File: src/rtl/seg_row_serializer.sv
module seg_row_serializer #(
  parameter int SEG_W     = 40,
  parameter int PIX_W     = 5,
  parameter int MAX_CHARS = 80,
  localparam int CW = $clog2(MAX_CHARS + 1),
  localparam int PW = $clog2(PIX_W)
) (
  input  logic             clk,
  input  logic             rst_n,
  input  logic             start,
  input  logic [CW-1:0]    row_chars,
  input  logic [PIX_W-1:0] pix_in,
  output logic [CW-1:0]    char_idx,
  output logic             busy,
  output logic             ser_out,
  output logic             ser_vld,
  output logic             latch_out,
  output logic             done,
  output logic [SEG_W-1:0] seg_out
);
  logic [SEG_W-1:0] sr;
  logic [PW-1:0]    pix_cnt;
  logic             lat;

  wire last_pix    = pix_cnt == PW'(PIX_W - 1);
  wire final_shift = busy && last_pix && char_idx == '0;
  wire accept      = start && !busy && row_chars != '0 && row_chars <= CW'(MAX_CHARS);

  assign latch_out = lat;
  assign done      = lat;

  always_ff @(posedge clk or negedge rst_n) begin
    if (!rst_n) begin
      sr       <= '0;
      seg_out  <= '0;
      pix_cnt  <= '0;
      char_idx <= '0;
      busy     <= 1'b0;
      lat      <= 1'b0;
      ser_out  <= 1'b0;
      ser_vld  <= 1'b0;
    end else begin
      lat     <= final_shift;
      ser_vld <= busy;
      if (lat) seg_out <= sr;
      if (busy) begin
        sr      <= {pix_in[pix_cnt], sr[SEG_W-1:1]};
        ser_out <= sr[0];
        pix_cnt <= last_pix ? '0 : pix_cnt + 1'b1;
        if (last_pix) begin
          if (char_idx == '0) busy <= 1'b0;
          else char_idx <= char_idx - 1'b1;
        end
      end else if (accept) begin
        busy     <= 1'b1;
        char_idx <= row_chars - 1'b1;
        pix_cnt  <= '0;
      end
    end
  end
endmodule


File: config.mk
export PLATFORM = sky130hd
export DESIGN_NAME = seg_row_serializer
export DESIGN_NICKNAME = d
export VERILOG_FILES = /design/src/rtl/seg_row_serializer.sv
export SDC_FILE = /design/constraint.sdc
export NUM_CORES = 1
export LEC_CHECK = 0
export ABC_CLOCK_PERIOD_IN_PS = 2250
export BUFFER_PORTS_ARGS = -buffer_cell sky130_fd_sc_hd__buf_2
export CAP_MARGIN = 20
export CORE_ASPECT_RATIO = 1.1
export CORE_MARGIN = 2
export CORE_UTILIZATION = 51
export CTS_BUF_LIST = sky130_fd_sc_hd__clkbuf_2
export DETAILED_ROUTE_END_ITERATION = 7
export HOLD_SLACK_MARGIN = 0.05
export PLACE_DENSITY = 0.81
export SETUP_SLACK_MARGIN = 0.1
export SLEW_MARGIN = 20
export SYNTH_ARGS = -nofsm -noshare
export SYNTH_HDL_FRONTEND = slang
export SYNTH_SLANG_ARGS = --single-unit
File: constraint.sdc
create_clock -name clk -period 2.25 [get_ports clk]
set_input_delay 0.3375 -clock clk [delete_from_list [all_inputs] [get_ports clk]]
set_output_delay 0.3375 -clock clk [all_outputs]
set_load 0.01 [all_outputs]
After elaboration in Yosys (flattened, before gate mapping):

Index checks and enable logic that the tools add are counted.

* add/subtract/negate cells: 3
* magnitude comparators: 2
* reduce and logical (&&, ||, !) cells: 10
* equality and inequality tests: 3
* mux-type cells: 13

Operator list (count)
* 7-bit 2-to-1 mux: 4
* 7-bit by 1-bit subtractor with 7-bit output (second input constant): 2
* 3-bit 2-to-1 mux: 3
* 7-bit <= comparator (second input constant): 1
* 7-bit zero test: 1
* 7-bit nonzero test: 1
* 1-bit logical AND: 5
* 1-bit 2-to-1 mux: 5
* 3-bit by 4-bit less-than comparator with 1-bit output (second input constant): 1
* 3-bit by 1-bit adder with 3-bit output (second input constant): 1
* 1-bit binary-select mux with 3-bit select: 1
* 3-bit equality test (second input constant): 1
* 3-bit AND reduction: 1
* 2-bit by 1-bit inequality test with 1-bit output (second input constant): 1
* 2-bit inequality test (second input constant): 1
* 2-bit nonzero test: 1
* 1-bit zero test: 1

* flip-flop bits (word level): 94
* logic and storage cells: 39
* bits of input ports: 15
* output and inout port bits: 52

Logic depth before layout (Yosys ltp):

* word-level depth: 6
* depth in mapped cells: 8
* gate-level depth less buffers: 7

Worst setup path before layout:

Ideal clock, no wire load.

* path kind: reg-to-reg
* start: register busy
* end: register char_idx[6]
* cell stages (with the launch flop): 9
* period minus slack after synthesis: 1.897 ns
* library setup time: 0.067 ns
* data required time: 2.183 ns
* path buffers: 2
* arrival: 1.830 ns
* path slack: 0.353 ns
* path through: dfrtp_1 -> buf_2 -> buf_2 -> mux2i_1 -> ha_1 -> o221ai_1 -> nor2_2 -> a2bb2oi_1 -> o221a_1

* cells in the longest elaborated chain, start to end: 6
* elaborated cells between the ends (all ways): 9
* those cells by class: eq/ne: 2; mux: 1; reduce/logical: 6

RTL lines
* start: declaration: RTL line 14 `output logic busy,`
* start signal: assignment: RTL line 38 `busy <= 1'b0;`
* start signal: assignment: RTL line 51 `if (char_idx == '0) busy <= 1'b0;`
* start signal: assignment: RTL line 55 `busy <= 1'b1;`
* 1-bit zero test: RTL line 27 `wire accept = start && !busy && row_chars != '0 && row_chars <= CW'(MAX_CHARS);`
* 1-bit logical AND (3 in series): RTL line 27
* 2-bit nonzero test (no line)
* 3-bit AND reduction (no line)
* end signal: assignment: RTL line 52 `else char_idx <= char_idx - 1'b1;`
* end signal: assignment: RTL line 56 `char_idx <= row_chars - 1'b1;`
* end: declaration: RTL line 13 `output logic [CW-1:0] char_idx,`

Several ways; a longest one is shown, not always the timed one.
A chain may end at the register's enable or synchronous reset.

Final worst setup path:

* start: register lat, in the netlist done
* end: output port done

RTL lines
* start: declaration: RTL line 23 `logic lat;`
* start signal: assignment: RTL line 43 `lat <= final_shift;`
* end: declaration: RTL line 18 `output logic done,`

No word-level cell between the ends.

==> flow_summary.toml <==
[status]
status = "complete, no violations"

[clocking]
cts_buffer_depth = 2
cts_tree = "yes"
post_cts_buffers = 0
h-tree-depth = 3
cts_root_buf = "clkbuf_2"
clock_latency_ns = 0.52
clkTransAtPathRegs_ns = 0.22
cts_buffers = 9
postCtsHoldBufs = 2
post_cts_resized = 0
cts.sinks = 94

[timing]
rsz0062_at_grt = "no"
finalHoldViolCount = 0
setup_tns_ns = 0
slew_headroom_pct = 68.26
worst_pin_slew_ns = 0.4735
finalMaxSlewViolations = 0
fin_ws_ns = 0.2533
fmax_ghz = 0.5008
period_share_pct = 88.74
finClkSkew_ns = 0.01569
min_period_ns = 1.997
setup_viol = 0

[setup_path]
crit_chain = "buf_4, buf_2"
endpoint_kind = "output port"
cp_slowest_cell = "dfrtp_2"
crit_path_max_incr_delay_ns = 0.71
start_kind = "flip-flop"
cp_num_buf_inv = 2
crit_type = "flip-flop to output port"
arrival_ns = 1.66
crit_family = "flip-flops"
cp_max_fo = 20
cp_data_required_time_ns = 1.91

[final_layout]
fin_area_mm2 = 0.004552
nets = 364
layout_commonest_cell = "dfrtp_1"
layout_common_cells = "92 x dfrtp_1, 82 x mux2_2, 65 x buf_2, 12 x nand2_1, 10 x clkbuf_2"
stdcell_count = 456
layout-drive-gt1-share_pct = 51.57
n_antenna_cell = 0
fillerInstances = 595
area_growth_pct = 16.12

[power_and_ir_drop]
powerDensity_mw_per_mm2 = 908.7
power_uw = 4136
leakage_uw = 0.002305
ir_drop_mv = 0.4098

[flow_run]
drv_cap = 0

[logic_synthesis]
synth-async-reset-ratio_pct = 100.0
synth_top_flop_cell = "dfrtp_1"
synth-seq-area-share_pct = 60.01
yosysUniqueCellTypes = 41
yosysWarningCount = 0
syn-cell-area_mm2 = 0.003920
synth_cells = 272
yosys_register_bits = 94
synth_nets = 290
synth-edff-count = 0
syn_area_per_cell_um2 = 14.41

[placement]
place_hpwl_um = 4822
globalplace.congestion = 0.9382
port_buffers = 66
placedCellCount = 438
dpl-instance-area_mm2 = 0.004397
place_ws_ns = 0.3874

[route]
drtIter0Drc = 63
via_per_inst = 5.281
firstDrtPassIters = 4
ant_nets = 0
routed_wl_um = 6723
routedWlPerCell_um = 14.74
remaining_drc_errors = 0
dr_total_vias = 2408

[global_routing]
grt_max_degree = 47
antenna_found_initial = 0
grt_overflow_total = 0
grt_usage_pct = 17.59
grt_pass1_vias = 2458
grt_pass1_wl_um = 11390

[min_path]
min_path_type = "input pin to flip-flop"

[floorplan]
core_area_mm2 = 0.007473
start_util_pct = 52.45
die_w_um = 87.59
rows = 33
die_area_mm2 = 0.008404
io_pins = 67
die_h_um = 95.95
## state kept, by name, summed over array words and instances (netlist names)
| name | flops |
|---|---|
| sr | 40 |
| busy | 1 |
| done | 1 |
| ser_vld | 1 |
| pix_cnt | 3 |
| ser_out | 1 |
| seg_out | 40 |
| char_idx | 7 |
## layer usage
layer	global-route usage (%)	share of wire, %	up-vias
met4	8.462	2.3	0
met1	22.71	44	1210
met2	29.23	51	53
met5	0	0	-
li1	-	-	1133
met3	2.573	2.5	12
## through the flow
stage,utilization [%],hold slack [ns]
CTS,60.91,0.1065
detailed placement,58.83,0.3210
global route,60.91,0.1595
floorplan,-,0.04191
global placement,58.83,0.3097
finish,60.91,0.1518
## synth_stat cells (2+ instances only)
cell      count  area (um2)
inv_1         4       15.01
nor3_1        6       30.03
nand2_1      12       45.04
a41oi_1       2       17.52
buf_4         2       15.01
mux2i_1       2       20.02
nand3_1       2       10.01
buf_2         5       25.02
clkbuf_1      2       7.510
o221a_1       2       22.52
xor2_1        2       17.52
nor2_1        4       15.01
nor2b_1       2       12.51
nor3b_1       3       22.52
o221ai_1      2       17.52
buf_1         4       15.01
o21ai_0       6       30.03
mux2_2       82       923.4
xnor2_1       5       43.79
a21oi_1       7       35.03
ha_1          3       37.54
dfrtp_1      94        2352
## path summary, 6_finish.rpt
check | cells after the start | endpoint | slack (ns) | from
min in group asynchronous | 2 | seg_out[4] | 0.25 | rst_n
max reg2reg | 6 | char_idx[6] | 0.32 | busy
min | 4 | char_idx[4] | 0.15 | row_chars[4]
min reg2reg | 1 | seg_out[15] | 0.53 | seg_out[15]
max in group asynchronous | 3 | busy | 1.40 | rst_n
max | 2 | done | 0.25 | done
## logic make-up (layout without fill, tap and decap cells)
logic type,count (synthesis),after routing,share of synthesized area (%)
compound gates,26,26,4.724
xor+xnor,7,7,1.564
fa+ha+maj,3,3,0.9577
buf+inv,17,96,1.979
flops,94,94,60.01
mux,85,85,24.64
simple gates,40,40,6.129
## final cells by class
type,count,area (um2),share of cell area [%]
Tap cell,105,131.4,2.886
Multi-Input combinational cell,161,1490,32.74
Clock inverter,6,85.08,1.869
Clock buffer,10,50.05,1.100
Timing Repair Buffer,76,425.4,9.346
Inverter,4,15.01,0.3299
Sequential cell,94,2355,51.73
## tightest hold or removal path: cells and delay by family
kind                      cells  cell delay (ns)
AOI/OAI and AO/OA             1             0.05
buffers and inverters         1             0.12
xor gates and xnor gates      1             0.07
and+or+nand+nor               1             0.08
## where the power goes
| part | switching (uW) | total, uW | internal [uW] |
|---|---|---|---|
| clock network | 534 | 904 | 371 |
| logic | 333 | 799 | 466 |
| registers | 341 | 2430 | 2090 |
Power figures use the tool's default switching activity.
